## config.mk

```make
export PLATFORM = sky130hd
export DESIGN_NAME = vslice_gen
export DESIGN_NICKNAME = d
export VERILOG_FILES = /design/src/rtl/vslice_pkg.sv /design/src/rtl/vslice_classify.sv /design/src/rtl/vslice_qword_lanes.sv /design/src/rtl/vslice_line_lanes.sv /design/src/rtl/vslice_gen.sv
export SDC_FILE = /design/constraint.sdc
export NUM_CORES = 2
export LEC_CHECK = 0
export BUFFER_PORTS_ARGS = -buffer_cell sky130_fd_sc_hd__buf_2
export CAP_MARGIN = 5
export CELL_PAD_IN_SITES_DETAIL_PLACEMENT = 1
export CELL_PAD_IN_SITES_GLOBAL_PLACEMENT = 1
export CORE_MARGIN = 8
export CORE_UTILIZATION = 45
export CTS_CLUSTER_DIAMETER = 80
export DETAILED_ROUTE_END_ITERATION = 6
export GPL_ROUTABILITY_DRIVEN = 1
export PLACE_DENSITY_LB_ADDON = 0.1
export REMOVE_ABC_BUFFERS = 1
export SLEW_MARGIN = 20
export SYNTH_ARGS = -nofsm -noshare
export SYNTH_HDL_FRONTEND = slang
export SYNTH_HIERARCHICAL = 1
export SYNTH_SLANG_ARGS = --single-unit
export TNS_END_PERCENT = 50
```

## constraint.sdc

```tcl
create_clock -name clk -period 16.1 [get_ports clk]
set_input_delay 4.83 -clock clk [delete_from_list [all_inputs] [get_ports clk]]
set_output_delay 4.83 -clock clk [all_outputs]
set_load 0.01 [all_outputs]
```

## src/rtl/vslice_pkg.sv

```systemverilog
package vslice_pkg;
    typedef enum logic [1:0] {
        CLS_SLICE,
        CLS_LINE,
        CLS_GATHER
    } stride_cls_e;

    typedef enum logic [1:0] {
        ST_IDLE,
        ST_SLICE,
        ST_LINE,
        ST_HANDOFF
    } gen_state_e;
endpackage

```

## src/rtl/vslice_classify.sv

```systemverilog
module vslice_classify
    import vslice_pkg::*;
#(
    parameter int SW = 16
) (
    input  logic [SW-1:0] stride,
    output stride_cls_e   cls
);
    logic is_zero;
    logic is_one;

    always_comb begin
        is_zero = (stride == '0);
        is_one  = (stride == SW'(1));
        if (is_one)
            cls = CLS_LINE;
        else if (is_zero || stride[0])
            cls = CLS_SLICE;
        else
            cls = CLS_GATHER;
    end
endmodule

```

## src/rtl/vslice_qword_lanes.sv

```systemverilog
module vslice_qword_lanes #(
    parameter int AW      = 32,
    parameter int SW      = 16,
    parameter int LANES   = 16,
    parameter int SLICE_W = 3,
    parameter int VL_W    = 8
) (
    input  logic [AW-1:0]       base,
    input  logic [SW-1:0]       stride,
    input  logic [VL_W-1:0]     vl,
    input  logic [SLICE_W-1:0]  slice_idx,
    output logic [LANES*AW-1:0] addr,
    output logic [LANES-1:0]    mask
);
    localparam int BW    = $clog2(LANES);
    localparam int IDX_W = SLICE_W + BW;

    logic [BW-1:0] inv_w;
    logic          stride_zero;
    logic [AW-1:0] stride_ext;

    // inverse of the stride's low bits modulo the bank count (odd strides only)
    always_comb begin
        inv_w = '0;
        for (int c = 0; c < LANES; c++) begin
            if (BW'(c * int'(stride[BW-1:0])) == BW'(1))
                inv_w = BW'(c);
        end
    end

    assign stride_zero = (stride == '0);
    assign stride_ext  = {{(AW-SW){stride[SW-1]}}, stride};

    for (genvar b = 0; b < LANES; b++) begin : g_lane
        logic [BW-1:0]    diff;
        logic [BW-1:0]    pos;
        logic [IDX_W-1:0] elem;

        always_comb begin
            diff = BW'(b) - base[BW-1:0];
            pos  = stride_zero ? BW'(b) : BW'(diff * inv_w);
            elem = {slice_idx, pos};
        end

        assign addr[b*AW +: AW] = base + stride_ext * AW'(elem);
        assign mask[b]          = (VL_W'(elem) < vl);
    end
endmodule

```

## src/rtl/vslice_line_lanes.sv

```systemverilog
module vslice_line_lanes #(
    parameter int AW         = 32,
    parameter int LANES      = 16,
    parameter int LINE_QW    = 8,
    parameter int UNIT_BEATS = 4,
    parameter int LPB        = 4,
    parameter int BEAT_W     = 2
) (
    input  logic [AW-1:0]       base,
    input  logic [BEAT_W-1:0]   beat_idx,
    output logic [LANES*AW-1:0] addr,
    output logic [LANES-1:0]    mask
);
    localparam int LINE_W = $clog2(LINE_QW);

    logic [AW-1:0] line_base;
    logic          misaligned;
    logic          final_beat;

    assign line_base  = {base[AW-1:LINE_W], {LINE_W{1'b0}}};
    assign misaligned = |base[LINE_W-1:0];
    assign final_beat = (beat_idx == BEAT_W'(UNIT_BEATS-1));

    for (genvar m = 0; m < LANES; m++) begin : g_lane
        if (m < LPB) begin : g_body
            assign addr[m*AW +: AW] = line_base + AW'((int'(beat_idx) * LPB + m) * LINE_QW);
            assign mask[m]          = 1'b1;
        end else if (m == LPB) begin : g_tail
            assign addr[m*AW +: AW] = line_base + AW'(UNIT_BEATS * LPB * LINE_QW);
            assign mask[m]          = final_beat && misaligned;
        end else begin : g_idle
            assign addr[m*AW +: AW] = '0;
            assign mask[m]          = 1'b0;
        end
    end
endmodule

```

## src/rtl/vslice_gen.sv

```systemverilog
module vslice_gen
    import vslice_pkg::*;
#(
    parameter int AW         = 32,
    parameter int SW         = 16,
    parameter int LANES      = 16,
    parameter int MAX_VL     = 128,
    parameter int LINE_QW    = 8,
    parameter int UNIT_BEATS = 4,
    localparam int VL_W      = $clog2(MAX_VL + 1)
) (
    input  logic                clk,
    input  logic                rst_n,
    input  logic                req_valid,
    output logic                req_ready,
    input  logic [AW-1:0]       req_base,
    input  logic [SW-1:0]       req_stride,
    input  logic [VL_W-1:0]     req_vl,
    output logic                out_valid,
    input  logic                out_ready,
    output logic [LANES*AW-1:0] out_addr,
    output logic [LANES-1:0]    out_mask,
    output logic                out_line,
    output logic                out_last,
    output logic                gs_valid,
    input  logic                gs_ready,
    output logic [AW-1:0]       gs_base,
    output logic [SW-1:0]       gs_stride,
    output logic [VL_W-1:0]     gs_vl
);
    localparam int BW      = $clog2(LANES);
    localparam int SLICES  = MAX_VL / LANES;
    localparam int SLICE_W = $clog2(SLICES);
    localparam int BEAT_W  = $clog2(UNIT_BEATS);
    localparam int LPB     = MAX_VL / (LINE_QW * UNIT_BEATS);

    gen_state_e    state_q, state_d;
    stride_cls_e   req_cls;
    logic [AW-1:0]      base_q;
    logic [SW-1:0]      stride_q;
    logic [VL_W-1:0]    vl_q;
    logic [SLICE_W-1:0] cnt_q;
    logic               accept;
    logic               beat_fire;

    logic [LANES*AW-1:0] qw_addr, ln_addr;
    logic [LANES-1:0]    qw_mask, ln_mask;

    vslice_classify #(.SW(SW)) u_classify (
        .stride (req_stride),
        .cls    (req_cls)
    );

    vslice_qword_lanes #(
        .AW(AW), .SW(SW), .LANES(LANES), .SLICE_W(SLICE_W), .VL_W(VL_W)
    ) u_qword (
        .base      (base_q),
        .stride    (stride_q),
        .vl        (vl_q),
        .slice_idx (cnt_q),
        .addr      (qw_addr),
        .mask      (qw_mask)
    );

    vslice_line_lanes #(
        .AW(AW), .LANES(LANES), .LINE_QW(LINE_QW), .UNIT_BEATS(UNIT_BEATS),
        .LPB(LPB), .BEAT_W(BEAT_W)
    ) u_line (
        .base     (base_q),
        .beat_idx (cnt_q[BEAT_W-1:0]),
        .addr     (ln_addr),
        .mask     (ln_mask)
    );

    assign accept    = (state_q == ST_IDLE) && req_valid;
    assign beat_fire = out_valid && out_ready;

    // next-state logic
    always_comb begin
        state_d = state_q;
        unique case (state_q)
            ST_IDLE: begin
                if (req_valid) begin
                    unique case (req_cls)
                        CLS_SLICE: state_d = ST_SLICE;
                        CLS_LINE:  state_d = ST_LINE;
                        default:   state_d = ST_HANDOFF;
                    endcase
                end
            end
            ST_SLICE: begin
                if (out_ready && cnt_q == SLICE_W'(SLICES-1))
                    state_d = ST_IDLE;
            end
            ST_LINE: begin
                if (out_ready && cnt_q == SLICE_W'(UNIT_BEATS-1))
                    state_d = ST_IDLE;
            end
            ST_HANDOFF: begin
                if (gs_ready)
                    state_d = ST_IDLE;
            end
            default: state_d = ST_IDLE;
        endcase
    end

    // state register
    always_ff @(posedge clk) begin
        if (!rst_n)
            state_q <= ST_IDLE;
        else
            state_q <= state_d;
    end

    // request capture and beat counter
    always_ff @(posedge clk) begin
        if (!rst_n) begin
            base_q   <= '0;
            stride_q <= '0;
            vl_q     <= '0;
            cnt_q    <= '0;
        end else if (accept) begin
            base_q   <= req_base;
            stride_q <= req_stride;
            vl_q     <= req_vl;
            cnt_q    <= '0;
        end else if (beat_fire) begin
            cnt_q    <= cnt_q + SLICE_W'(1);
        end
    end

    // outputs
    always_comb begin
        req_ready = 1'b0;
        out_valid = 1'b0;
        out_line  = 1'b0;
        out_last  = 1'b0;
        gs_valid  = 1'b0;
        out_addr  = qw_addr;
        out_mask  = qw_mask;
        unique case (state_q)
            ST_IDLE: req_ready = 1'b1;
            ST_SLICE: begin
                out_valid = 1'b1;
                out_last  = (cnt_q == SLICE_W'(SLICES-1));
            end
            ST_LINE: begin
                out_valid = 1'b1;
                out_line  = 1'b1;
                out_last  = (cnt_q == SLICE_W'(UNIT_BEATS-1));
                out_addr  = ln_addr;
                out_mask  = ln_mask;
            end
            ST_HANDOFF: gs_valid = 1'b1;
            default: req_ready = 1'b0;
        endcase
    end

    assign gs_base   = base_q;
    assign gs_stride = stride_q;
    assign gs_vl     = vl_q;


    line_route_chk: assert property (@(posedge clk) disable iff (!rst_n)
        (req_valid && req_ready && req_stride == SW'(1)) |=> (out_valid && out_line));


    gather_route_chk: assert property (@(posedge clk) disable iff (!rst_n)
        (req_valid && req_ready && req_stride != '0 && !req_stride[0]) |=> (gs_valid && !out_valid));


    last_release_chk: assert property (@(posedge clk) disable iff (!rst_n)
        (out_valid && out_ready && out_last) |=> req_ready);


    beat_hold_chk: assert property (@(posedge clk) disable iff (!rst_n)
        (out_valid && !out_ready) |=> (out_valid && $stable(out_addr) && $stable(out_mask) && $stable(out_last)));


    gs_hold_chk: assert property (@(posedge clk) disable iff (!rst_n)
        (gs_valid && !gs_ready) |=> (gs_valid && $stable(gs_base) && $stable(gs_stride) && $stable(gs_vl)));


    idle_only_chk: assert property (@(posedge clk) disable iff (!rst_n)
        req_ready |-> (!out_valid && !gs_valid));


    line_upper_off_chk: assert property (@(posedge clk) disable iff (!rst_n)
        (out_valid && out_line) |-> ((out_mask >> (LPB + 1)) == '0));

    for (genvar b = 0; b < LANES; b++) begin : g_bank_chk

        lane_bank_chk: assert property (@(posedge clk) disable iff (!rst_n)
            (out_valid && !out_line && stride_q != '0) |-> (out_addr[b*AW +: BW] == BW'(b)));
    end
endmodule

```

======== After elaboration in Yosys (flattened, before gate mapping) ========
Cells that the tools add are included.
word-level totals
  register bits ........................... 61
  input port bits ......................... 61
  output and inout port bits .............. 589
  word-level logic and storage cells ...... 175
operators by class
  add/subtract/negate cells ............... 41
  multiply operators ...................... 39
  order comparisons ....................... 16
  eq/ne operators ......................... 20
  mux-type cells .......................... 39
  bitwise operators ....................... 1
  reduce and logical (&&, ||, !) cells .... 14
operators with widths
  cell                                              count
  adder 32 bit                                      19
  2-to-1 mux 512 bit                                1
  multiplier 16 x 8 -> 24 bit                       16
  less-than comparator 7 x 8 -> 1 bit               16
  2-to-1 mux 4 bit                                  20
  multiplier 4 x 4 -> 4 bit                         16
  adder 32 x 7 -> 32 bit                            1
  adder 32 x 8 -> 32 bit (second input constant)    1
  == test 4 x 2 -> 1 bit (second input constant)    8
  zero test 16 bit                                  2
  subtractor 4 bit (first input constant)           8
  == test 16 x 1 -> 1 bit (second input constant)   1
  2-to-1 mux 16 bit                                 1
  subtractor 3 x 4 -> 4 bit (first input constant)  4
  2-to-1 mux 2 bit                                  7
  multiplier 3 x 4 -> 4 bit (first input constant)  3
  adder 4 x 2 -> 5 bit (second input constant)      2
  multiplier 4 x 4 -> 4 bit (first input constant)  2
  != test 2 bit (second input constant)             4
  one-hot mux 2 bit (4 select lines)                1
  subtractor 1 x 4 -> 4 bit (first input constant)  2
  subtractor 2 x 4 -> 4 bit (first input constant)  2
  == test 2 bit (second input constant)             3
  2-to-1 mux 3 bit                                  2
  other kinds (17)                                  28

======== Longest topological paths before layout ========
  word-level depth ........................ 14
  depth in mapped cells ................... 53
  gate-level depth less buffers ........... 49

======== By module ========
The synthesis kept the hierarchy.
by module, submodules not included
  module              instances  cells an instance  area an instance (µm²)
  vslice_qword_lanes  1          9506               78625.4
  vslice_gen          1          870                8841.0
  vslice_line_lanes   1          744                5250.0
  vslice_classify     1          9                  57.6

======== Least setup slack after synthesis ========
Ideal clock, no wire load.
  path kind ............................... register -> output
  from .................................... reg stride_q[1] (netlist: gs_stride[1])
  to ...................................... out out_addr[223]
  arrival ................................. 11.580 ns
  data required time ...................... 11.270 ns
  path slack .............................. -0.310 ns
  cell stages (with the launch flop) ...... 49
  path buffers ............................ 5
  cell sequence ........................... dfxtp_1 buf_2 clkinv_1 ha_1 ha_1 xor2_1 xnor2_1 a21oi_1 nor2b_2 and2_1 clkbuf_1 clkbuf_1 clkbuf_1 nor2_1 ha_1 ha_1 xor2_1 xnor2_1 [... 13 more ...] a21oi_1 a221o_1 o21ai_1 o41a_1 and4_1 a2111oi_1 a21oi_1 xnor2_1 ha_1 a21o_1 a21o_1 a21oi_1 nor2b_1 o21a_1 a211oi_1 xor2_1 xnor2_1 mux2_2
on the way
  longest elaborated chain between the ends .. 14
  elaborated cells between the ends (all ways) .. 29
ends and longest elaborated chain
  what                                                                        line                      text
  from (decl)                                                                 vslice_gen.sv:40          logic [SW-1:0] stride_q;
  from (signal assigned)                                                      vslice_gen.sv:124         stride_q <= req_stride;
  multiplier 2 x 4 -> 4 bit / == test 4 x 2 -> 1 bit (equally long branches)  vslice_qword_lanes.sv:26  if (BW'(c * int'(stride[BW-1:0])) == BW'(1))
  == test 4 x 2 -> 1 bit / 2-to-1 mux 1 bit (equally long branches)           vslice_qword_lanes.sv:26
  2-to-1 mux 2 bit                                                            vslice_qword_lanes.sv:26
  2-to-1 mux 3 bit (2 in a row)                                               vslice_qword_lanes.sv:26
  2-to-1 mux 4 bit (4 in a row)                                               vslice_qword_lanes.sv:26
  multiplier 4 x 4 -> 4 bit                                                   vslice_qword_lanes.sv:41  pos = stride_zero ? BW'(b) : BW'(diff * inv_w);
  2-to-1 mux 4 bit                                                            vslice_qword_lanes.sv:41
  multiplier 16 x 8 -> 24 bit (*)                                             vslice_qword_lanes.sv:45  assign addr[b*AW +: AW] = base + stride_ext * AW'(elem);
  adder 32 bit (*)                                                            vslice_qword_lanes.sv:45
  named net qw_addr[223]                                                      vslice_gen.sv:46          logic [LANES*AW-1:0] qw_addr, ln_addr;
  2-to-1 mux 512 bit (*)                                                      vslice_gen.sv:141         unique case (state_q)
  to (decl)                                                                   vslice_gen.sv:21          output logic [LANES*AW-1:0] out_addr,
Mark *: on every way through the listed nets, which the timed path passes. The rest lies on a longest branch.

======== Worst setup path after layout ========
  from .................................... reg stride_q[0] (netlist: gs_stride[0])
  to ...................................... out out_addr[287]
Same word-level chain as after synthesis.

==> impl_summary.txt <==
----------------------------------------------------
[Finish]
  Layout cells sized above 1 ... 0.2620
  Synth-to-layout area growth ... 20.11%
  Layout fillers ... between 20,000 and 25,000
  Number of nets in the final layout ... between 15,000 and 20,000

[Floorplan]
  Die Span X ... between 400 and 500 microns
  Rows ... 166
  Initial Util ... 0.4530
  Die outline height ... ~470 microns
  Core Box Area ... 0.2048 sq mm
  Die area ... ~0.22 sq mm
  Number of top-level pins ... 650

[Critical path]
  Cell repeated most along the worst path ... buf_4
  Reg2Reg Launch Point ... state_q[0]
  Element type at the critical path end ... output port
  Worst Reg-to-Reg Cells ... 6
  Register-to-Register Setup Slack ... between 10 and 15 ns
  Crit path max fanout ... 6
  Worst r2r dst ... gs_stride[2]
  Slowest cell on crit path ... fa_1
  Type of the worst setup path ... reg2out
  Delay contributed by the slowest stage of the critical path ... approximately 0.57 ns
  Data arrival, critical path ... about 11 ns
  Required time at the worst-slack endpoint ... about 11 ns
  Type of origin of the critical path ... register

[Synth]
  Post-synth EDFFs ... 0
  Post-synth ARST share ... 0
  Count of unique library cells instantiated by Yosys ... roughly 100
  Number of synthesis warnings ... 6
  Seq cells post-synth ... 61
  Synthesized instance count ... about 11,000
  Portion of the post-synthesis area used by sequential elements ... 0.01316
  Post-synth top flop ... dfxtp_1
  Cell Area, Synth ... 0.09277 sq mm
  Average footprint of a synthesized cell ... between 8 and 9 sq um

[Hold path]
  Worst hold-check path type ... reg2reg
  Start point of the worst hold path ... gs_vl[6]
  Hold Path End ... gs_vl[6]
  Worst Hold Path Cells ... 2

[STA]
  Max transition margin ... 0.1310
  Actual slew at the worst max-slew pin ... approximately 1.3 ns
  Total setup violations reported at the end of the flow ... 10
  Part of the cycle the worst path needs ... 1.013
  Worst Hold Slack ... 0.4815 ns
  Maximum clock frequency ... a little over 0.06 GHz
  Setup repair after global routing missed its margin ... true
  Post-route setup slack ... -0.2048 ns
  Total count of max-transition violations in the final report ... 0
  Shortest clock period the worst path allows after layout ... ~16 ns
  Final hold viol count ... 0
  Clock skew after layout ... about 0.011 ns

[Power and ir drop]
  P_sw ... roughly 0.0094 W
  Switching fraction of total power ... 0.5698
  Gate power share ... 0.970
  Maximum VDD drop ... 0.0002078 V
  Leakage ... roughly 59 nW
  Relative contribution of sequential cells to total power ... 0.015
  Part of the power in the clock network ... 0.015
  Internal ... 0.007120 W
  Power Density ... between 100 and 150 mW/mm^2

[Route]
  Iteration count of the initial detailed-routing pass ... 6
  Antenna-violating nets left ... 0
  Routed length per instance ... approximately 26 microns
  DRC errors left ... 0
  Routed wire length ... 391,500 microns
  Via Count ... between 80,000 and 90,000
  Violation count after the first detailed-route iteration ... approximately 5,500
  Ratio of routed vias to standard cells ... ~5.5

[Place]
  RePlAce Congestion ... approximately 1
  # port buffers ... 649
  Setup WS pre-CTS ... -0.6377 ns
  DP HPWL ... 321,800 microns

[CTS]
  Clk_lat worst skew ... approximately 0.4 ns
  Worst-case clock buffer depth ... 2
  Master cell of the clock root buffer ... clkbuf_16
  TritonCTS clock tree ... yes
  Number of clock sinks ... slightly above 60
  Number of buffers inserted for hold repair after clock tree synthesis ... 0
  Clock transition at path regs ... approximately 0.08 ns
  Cts bufs inserted ... 9
  Depth of the CTS H-tree ... 3

[Outcome]
  Violations in the final reports ... setup timing
  Run status ... complete, but fails checks

[GRT]
  Vias in the first global route ... between 80,000 and 90,000
  Aggregate global routing overflow ... 0
  GRT Total Usage ... 0.3363
  Largest net degree at the start of global routing ... about 140
  First-pass GRT wire length ... about 570,000 microns
  Number of antenna violations at the first check in global routing ... 17

[Flow run]
  Maximum capacitance violations ... 0

----------------------------------------------------
-- per-layer routing --
| layer | track usage | part of all wire | vias to the layer above |
|---|---|---|---|
| li1 | - | - | 37820 |
| met1 | 0.4630 | 0.44 | 43090 |
| met2 | 0.5454 | 0.45 | 2462 |
| met3 | 0.04168 | 0.059 | 563 |
| met4 | 0.1185 | 0.046 | 4 |
| met5 | 0 | 0.000061 | - |
-- cell type report --
class / count / area [sq um] / area share
clock buffer: 9 / 225.2 / 0.002021
tap: 2688 / 3363 / 0.03018
inverter: 2260 / 8483 / 0.07613
timing repair buffer: 1674 / 11760 / 0.1055
sequential: 61 / 1266 / 0.01136
multi-input combinational: 8533 / 86220 / 0.7737
antenna: 5 / 12.51 / 0.0001123
clock inverter: 7 / 103.9 / 0.0009320
-- power by group through the flow --
stage	logic, W	registers [W]	clock network (W)
2_1_floorplan	0.00871	0.000340	0
3_3_place_gp	0.0139	0.000248	0
3_5_place_dp	0.0142	0.000249	0
4_1_cts	0.0148	0.000247	0.000258
5_1_grt	0.0172	0.000249	0.000259
6_report	0.0161	0.000247	0.000250
-- state kept, by name (all words and copies together) (netlist names) --
register / flops
gs_base: 32
gs_vl: 8
gs_stride: 16
cnt_q: 3
state_q: 2
-- timing repair --
action,in CTS,in global routing
endpoints found under the setup margin,141,174
pin swaps,221,486
gates cloned,2,3
setup buffers,101,172
resized for setup,432,942
-- cell usage in the layout, fill, tap and decap left out, drive strengths merged, types with 26 or more instances in the layout --
| cell type | count |
|---|---|
| fa | 1384 |
| a21oi | 594 |
| and2 | 141 |
| inv | 2262 |
| a21boi | 78 |
| and3 | 112 |
| nor3 | 140 |
| a211oi | 66 |
| a31oi | 48 |
| o21a | 142 |
| dfxtp | 61 |
| or3 | 43 |
| o21bai | 109 |
| nand2b | 94 |
| nor4 | 32 |
| a21o | 262 |
| ha | 1042 |
| nand3 | 150 |
| mux2 | 529 |
| or2 | 26 |
| nand2 | 838 |
| nand4 | 43 |
| nor2b | 118 |
| xor2 | 238 |
| o21ai | 324 |
| buf | 1671 |
| conb | 382 |
| o211ai | 32 |
| nor2 | 530 |
| xnor2 | 740 |
-- synthesized netlist by cell type (all sizes together) (26+ instances only) --
library cell / count / area (sq um)
or3: 43 / 269.0
nand3: 150 / 763.2
o21a: 142 / 1066
nor2b: 118 / 740.7
ha: 1042 / 13040
a31oi: 48 / 300.3
mux2: 529 / 5957
buf: 542 / 3966
o21ai: 324 / 1622
nor2: 530 / 1997
inv: 2258 / 8476
o21bai: 109 / 818.3
xor2: 238 / 2100
a21boi: 78 / 585.6
nand4: 43 / 275.3
dfxtp: 61 / 1221
a21o: 262 / 1967
nand2: 838 / 3148
a21oi: 594 / 2984
a211oi: 66 / 495.5
nor3: 140 / 711.9
and2: 141 / 882.1
xnor2: 739 / 6585
clkbuf: 114 / 427.9
nand2b: 94 / 588.1
fa: 1384 / 27710
nor4: 32 / 249.0
and3: 112 / 700.7
o211ai: 32 / 240.2
or2: 26 / 162.7
-- how the worst max path moves through the flow --
stage	start	endpoint	slack, ns	depth (start not counted)
2_1_floorplan	state_q[0]	out_addr[100]	-3.01	3
3_3_place_gp	gs_stride[1]	out_addr[445]	-0.42	53
3_5_place_dp	gs_stride[1]	out_addr[445]	-0.64	53
4_1_cts	gs_stride[0]	out_addr[188]	-0.15	51
5_1_grt	gs_stride[0]	out_addr[286]	-0.49	53
6_report	gs_stride[0]	out_addr[287]	-0.20	52
-- through the flow --
stage	cells	instance area, sq um	total power (W)	util	setup TNS, ns
floorplan	10850	89810	0.009053	-	-1253.61
global placement	14950	102400	0.01415	0.5000	-1.777
detailed placement	14950	102400	0.01449	0.5000	-6.546
CTS	15070	105800	0.01535	0.5164	-0.5177
global route	15230	111400	0.01773	0.5441	-17.45
finish	15240	111400	0.01655	0.5441	-1.030
-- kinds of logic after synthesis --
| group | synth area share |
|---|---|
| AOI/OAI and AO/OA | 0.1336 |
| DFF | 0.01316 |
| other | 0.00008095 |
| and+or+nand+nor | 0.1162 |
| muxes | 0.06464 |
| xor gates and xnor gates | 0.09435 |
| buffers and inverters | 0.1388 |
| adders and majority gates | 0.4392 |
-- worst max-delay path, delay by kind of cell (launching register included) --
kind,cells,cell delay [ns]
flip-flops,1,0.37
adder cells (fa/ha/maj),11,3.87
AO/OA/AOI/OAI,11,2.18
XOR/XNOR,8,1.28
multiplexers,1,0.27
AND/OR/NAND/NOR,10,1.68
buffers and inverters,11,1.38
Power figures use the tool's default switching activity.
